==> src/rtl/pdf_pkg.sv <==
package pdf_pkg;

    typedef enum logic [1:0] {
        ST_BYPASS = 2'd0,
        ST_STABLE = 2'd1,
        ST_TRACK  = 2'd2
    } lane_state_e;

endpackage

==> src/rtl/pdf_sync.sv <==
module pdf_sync #(
    parameter int WIDTH  = 6,
    parameter int STAGES = 2
) (
    input  logic             clk,
    input  logic             rst_n,
    input  logic [WIDTH-1:0] d_i,
    output logic [WIDTH-1:0] q_o
);

    logic [WIDTH-1:0] stg_q [STAGES];

    always_ff @(posedge clk or negedge rst_n) begin
        if (!rst_n) begin
            stg_q[0] <= '0;
        end else begin
            stg_q[0] <= d_i;
        end
    end

    for (genvar s = 1; s < STAGES; s++) begin : g_stage
        always_ff @(posedge clk or negedge rst_n) begin
            if (!rst_n) begin
                stg_q[s] <= '0;
            end else begin
                stg_q[s] <= stg_q[s-1];
            end
        end
    end

    assign q_o = stg_q[STAGES-1];

endmodule

==> src/rtl/pdf_cfg_reg.sv <==
module pdf_cfg_reg #(
    parameter int DW    = 8,
    parameter int NPINS = 6
) (
    input  logic             clk,
    input  logic             rst_n,
    input  logic             we_i,
    input  logic [DW-1:0]    wdata_i,
    output logic [DW-1:0]    rdata_o,
    output logic [NPINS-1:0] en_o
);

    localparam logic [DW-1:0] WMASK = DW'((1 << NPINS) - 1);

    logic [DW-1:0] cfg_q;

    always_ff @(posedge clk or negedge rst_n) begin
        if (!rst_n) begin
            cfg_q <= '0;
        end else if (we_i) begin
            cfg_q <= wdata_i & WMASK;
        end
    end

    assign rdata_o = cfg_q;
    assign en_o    = cfg_q[NPINS-1:0];

    AST_WRITE_LOADS: assert property (@(posedge clk) disable iff (!rst_n)
        we_i |=> rdata_o[NPINS-1:0] == $past(wdata_i[NPINS-1:0]));
    AST_UNUSED_ZERO: assert property (@(posedge clk) disable iff (!rst_n)
        we_i |=> rdata_o[DW-1:NPINS] == '0);

endmodule

==> src/rtl/pdf_lane.sv <==
module pdf_lane
    import pdf_pkg::*;
#(
    parameter int MATCH = 3
) (
    input  logic clk,
    input  logic rst_n,
    input  logic sample_en,
    input  logic filt_on,
    input  logic sync_in,
    output logic pin_o
);

    localparam int CW = $clog2(MATCH + 1);

    lane_state_e    state_q, state_d;
    logic           out_q, out_d;
    logic           cand_q, cand_d;
    logic [CW-1:0]  cnt_q, cnt_d;

    always_ff @(posedge clk or negedge rst_n) begin
        if (!rst_n) begin
            state_q <= ST_BYPASS;
            out_q   <= 1'b0;
            cand_q  <= 1'b0;
            cnt_q   <= '0;
        end else begin
            state_q <= state_d;
            out_q   <= out_d;
            cand_q  <= cand_d;
            cnt_q   <= cnt_d;
        end
    end

    always_comb begin
        state_d = state_q;
        out_d   = out_q;
        cand_d  = cand_q;
        cnt_d   = cnt_q;
        unique case (state_q)
            ST_BYPASS: begin
                out_d = sync_in;
                if (filt_on) begin
                    state_d = ST_STABLE;            // arm
                end
            end
            ST_STABLE: begin
                if (!filt_on) begin
                    state_d = ST_BYPASS;            // suspend
                    out_d   = sync_in;
                end else if (sample_en && (sync_in != out_q)) begin
                    state_d = ST_TRACK;             // start
                    cand_d  = sync_in;
                    cnt_d   = CW'(1);
                end
            end
            ST_TRACK: begin
                if (!filt_on) begin
                    state_d = ST_BYPASS;            // suspend
                    out_d   = sync_in;
                end else if (sample_en) begin
                    if (sync_in != cand_q) begin
                        state_d = ST_STABLE;        // drop
                    end else if (cnt_q == CW'(MATCH - 1)) begin
                        state_d = ST_STABLE;        // commit
                        out_d   = cand_q;
                    end else begin
                        cnt_d = cnt_q + CW'(1);
                    end
                end
            end
            default: begin
                state_d = ST_BYPASS;
                out_d   = sync_in;
            end
        endcase
    end

    always_comb begin
        pin_o = (state_q == ST_BYPASS) ? sync_in : out_q;
    end

    AST_DISABLED_FOLLOWS: assert property (@(posedge clk) disable iff (!rst_n)
        (!filt_on && !$past(filt_on)) |-> (pin_o == sync_in));
    AST_STABLE_HOLDS: assert property (@(posedge clk) disable iff (!rst_n)
        (state_q == ST_STABLE && filt_on) |=> (out_q == $past(out_q)));
    AST_NO_TICK_HOLD: assert property (@(posedge clk) disable iff (!rst_n)
        (state_q != ST_BYPASS && filt_on && !sample_en) |=> $stable(out_q));

endmodule

==> src/rtl/pin_debounce_filter.sv <==
module pin_debounce_filter #(
    parameter int NPINS       = 6,
    parameter int DW          = 8,
    parameter int SYNC_STAGES = 2,
    parameter int MATCH       = 3
) (
    input  logic             clk,
    input  logic             rst_n,
    input  logic             sample_en,
    input  logic             stop_mode,
    input  logic [NPINS-1:0] pin_in,
    input  logic             reg_we,
    input  logic [DW-1:0]    reg_wdata,
    output logic [DW-1:0]    reg_rdata,
    output logic [NPINS-1:0] pin_out
);

    logic [NPINS-1:0] sync_q;
    logic [NPINS-1:0] en_bits;

    pdf_sync #(.WIDTH(NPINS), .STAGES(SYNC_STAGES)) u_sync (
        .clk   (clk),
        .rst_n (rst_n),
        .d_i   (pin_in),
        .q_o   (sync_q)
    );

    pdf_cfg_reg #(.DW(DW), .NPINS(NPINS)) u_cfg (
        .clk     (clk),
        .rst_n   (rst_n),
        .we_i    (reg_we),
        .wdata_i (reg_wdata),
        .rdata_o (reg_rdata),
        .en_o    (en_bits)
    );

    for (genvar i = 0; i < NPINS; i++) begin : g_lane
        pdf_lane #(.MATCH(MATCH)) u_lane (
            .clk       (clk),
            .rst_n     (rst_n),
            .sample_en (sample_en),
            .filt_on   (en_bits[i] & ~stop_mode),
            .sync_in   (sync_q[i]),
            .pin_o     (pin_out[i])
        );
    end

    AST_STOP_BYPASS: assert property (@(posedge clk) disable iff (!rst_n)
        ($past(stop_mode) && stop_mode) |-> (pin_out == sync_q));

endmodule

==> config.mk <==
export PLATFORM = sky130hd
export DESIGN_NAME = pin_debounce_filter
export DESIGN_NICKNAME = d
export VERILOG_FILES = /design/src/rtl/pdf_pkg.sv /design/src/rtl/pdf_sync.sv /design/src/rtl/pdf_cfg_reg.sv /design/src/rtl/pdf_lane.sv /design/src/rtl/pin_debounce_filter.sv
export SDC_FILE = /design/constraint.sdc
export NUM_CORES = 1
export LEC_CHECK = 0
export ABC_CLOCK_PERIOD_IN_PS = 1710
export BUFFER_PORTS_ARGS = -buffer_cell sky130_fd_sc_hd__buf_2
export CELL_PAD_IN_SITES_DETAIL_PLACEMENT = 2
export CELL_PAD_IN_SITES_GLOBAL_PLACEMENT = 2
export CORE_ASPECT_RATIO = 1.2
export CORE_MARGIN = 3
export CORE_UTILIZATION = 34
export CTS_CLUSTER_DIAMETER = 150
export CTS_CLUSTER_SIZE = 40
export DETAILED_ROUTE_END_ITERATION = 10
export MAX_ROUTING_LAYER = met4
export PLACE_DENSITY_LB_ADDON = 0.1
export SYNTH_ARGS = -nofsm -noshare
export SYNTH_HDL_FRONTEND = slang
export SYNTH_SLANG_ARGS = --single-unit
==> constraint.sdc <==
create_clock -name clk -period 1.71 [get_ports clk]
set_input_delay 0.0855 -clock clk [delete_from_list [all_inputs] [get_ports clk]]
set_output_delay 0.0855 -clock clk [all_outputs]
set_load 0.03 [all_outputs]
==> results.cfg <==
[global_routing]
grt_usage = 0.168
grt_pass1_wl_mm = 12.7
grt-ovfl-total = 0
grt_max_degree = 55
first_global_vias = 2506
antenna_found_initial = 0

[sta]
drv_slew = 0
whs_ns = 0.0179
rsz0062_at_grt = yes
post-route-period-util = 0.999
slew_headroom = 0.672
hold_viol = 0
setup_violations = 0
setup_ws_ns = 0.00183
worstMarginPinSlew_ns = 0.485
fmax_mhz = 585
fin_worst_skew_ns = 0.00344
min_period_ns = 1.71

[cts]
cts-root-buf = clkbuf_8
cts-htree-levels = 2
clk_pin_slew_worst_paths_ns = 0.09
clock_path_buffers = 2
cts.sinks = 54
numCtsBuffers = 5
cts_tree = yes
insertion_delay_ns = 0.30

[floorplan]
die-area_um2 = 9680
rows = 36
initial_core_util = 0.354
die_w_um = 90.3
pin_count = 33
core-area_um2 = 8200
die_y_um = 107

[synth]
synth_top_area_frac = 0.466
synth_most_common_cell = dfrtp_1
synthTopCellsByArea = dfrtp_1 47%, mux2_2 6.2%, o21ai_0 3.1%, xor2_1 3.0%, nand2b_1 2.8%
syn_inst = 283
ys.flop_type = dfrtp_1
async_reset_ff_frac = 1.00
synth_cell_types = 53
synth-edff-count = 0
yosysTopAreaCell = dfrtp_1
synth_area_um2 = 2900
ys_seq_elements = 54
synth_warnings = 0
netlist_top_cells_count = 54 x dfrtp_1, 18 x o21ai_0, 16 x mux2_2, 15 x nand2_1, 15 x nor2_1
seq_area_frac_synth = 0.466
synth.avg_cell_area_um2 = 10.3

[final_layout]
fillers = 914
fin_nets = 358
multi_input_area_um2 = 1450
regArea_um2 = 1350
syn_to_final_growth_pct = 21.5
diodes = 0
fin_util = 0.430
fin_area_um2 = 3530
drive_above_1_share = 0.252

[pwr]
power_frac_clock = 0.298
switching_share = 0.286
p_comb_frac = 0.193
p_leak_nw = 1.54
p_per_area_nw_per_um2 = 837
total_power_mw = 2.95
internal_power_mw = 2.11
pwr-share-seq = 0.508
p_switching_uw = 845
ir_drop_mv = 0.418

[routing]
dr.pass1.iters = 4
postRouteWirelength_mm = 7.37
drtIter0Drc = 52
antenna_left = 0
vias = 2314
routedWlPerCell_um = 16.5
drc = 0
routed_via_density = 5.18

[worst_setup_path]
reg2regPathDepth = 5
endpoint = g_lane[3].u_lane.cnt_q[1]$_DFFE_PN0P_
cp.arrival_ns = 1.90
cp.required_ns = 1.90
crit_path_start = g_lane[3].u_lane.cnt_q[0]$_DFFE_PN0P_
end_kind = flop
worst-setup-path-type = flop to flop
startpoint_type = flop
r2r_start = g_lane[3].u_lane.cnt_q[0]$_DFFE_PN0P_
path_max_fanout = 2
rrSetupSlack_ns = 0.002
timing.rr.end = g_lane[3].u_lane.cnt_q[1]$_DFFE_PN0P_

[hold_path]
hold_depth = 2
hp-class = primary input to flop

[flow_run]
cap_violations = 0

[placement]
place_congestion = 0.717
hpwl_mm = 5.08
io_buffers = 28
pre_cts_ws_ns = -0.0805
place_area_um2 = 3220

[run_status]
outcome = finished clean
[timing repair]
action,CTS,global route
cloned,0,0
resized for setup,3,7
pin swaps,2,3
buffers inserted,2,3
endpoints found under the hold margin,64,0
hold buffers,11,0
endpoints found under the setup margin,2,5
[kinds of logic (layout without fill, tap and decap cells)]
logic type	Yosys count	after routing	synth area share
AOI/OAI and AO/OA	72	72	0.162
xor gates and xnor gates	12	12	0.0362
adders and majority gates	6	6	0.0259
buffers and inverters	31	80	0.0522
DFF	54	54	0.466
muxes	18	18	0.0690
other	1	2	0.00129
and+or+nand+nor	89	89	0.188
[power groups by stage]
stage	Combinational (mW)	Clock, mW	Sequential, mW
CTS	0.562	0.926	1.50
global route	0.634	0.986	1.53
floorplan	0.344	0	1.52
global placement	0.503	0	1.52
finish	0.570	0.881	1.50
detailed placement	0.517	0	1.53
[state kept, by name (all words and copies together), names as in the netlist]
register,flops
g_lane.u_lane.cnt_q,12
g_lane.u_lane.state_q,12
g_lane.u_lane.cand_q,6
g_lane.u_lane.out_q,6
u_cfg.rdata_o,6
u_sync.q_o,6
u_sync.stg_q,6
[cell type report]
type | instances | area share
inverters | 15 | 0.0160
clock inverters | 1 | 0.00852
clock buffers | 6 | 0.0234
repair buffers | 58 | 0.119
flip-flops and latches | 54 | 0.383
well taps | 114 | 0.0405
multi-input cells | 199 | 0.410
[critical path, cell delays in order (launching register included)]
cell	delay, ns
dfrtp_1	0.39
inv_2	0.06
ha_4	0.15
or4b_4	0.52
a21oi_4	0.17
mux2_4	0.32
[worst min path at each step]
stage / slack (ns) / end / startpoint
2_1_floorplan: -0.21 / g_lane[0].u_lane.cand_q$_DFFE_PN0P_ / rst_n
3_5_place_dp: 0.12 / g_lane[5].u_lane.out_q$_DFFE_PN0P_ / rst_n
6_report: 0.02 / u_cfg.rdata_o[5]$_DFFE_PN0P_ / reg_wdata[5]
5_1_grt: 0.01 / u_cfg.rdata_o[5]$_DFFE_PN0P_ / reg_wdata[5]
3_3_place_gp: 0.11 / g_lane[5].u_lane.cnt_q[1]$_DFFE_PN0P_ / rst_n
4_1_cts: 0.006 / u_cfg.rdata_o[5]$_DFFE_PN0P_ / reg_wdata[5]
[metal layers]
layer | GRT usage | vias to the layer above | wire [um] | share of wire
met1 | 0.202 | 1163 | 3350 | 0.45
li1 | - | 1114 | - | -
met5 | - | - | 0 | 0
met3 | 0.0295 | 8 | 143 | 0.019
met2 | 0.294 | 29 | 3790 | 0.51
met4 | 0.0394 | 0 | 94 | 0.013
[through the flow]
step / TNS (ns) / instances
after floorplan: 0 / 284
after global placement: -0.0495 / 424
after detailed placement: -0.148 / 424
after CTS: -0.110 / 444
after global routing: -0.104 / 447
final: 0 / 447
[placed cells by master (no fill, tap or decap), types with 7 or more instances in the layout]
master and n:
nand2_1 15, dfrtp_1 54, inv_1 13, dlygate4sd3_1 11, xor2_1 10, nand2b_1 13
nor2_1 15, buf_2 28, mux2_2 14, o21ai_0 18, a21oi_1 14, buf_4 17
a31oi_1 7
Note: power is estimated with default switching activity, not from simulation.
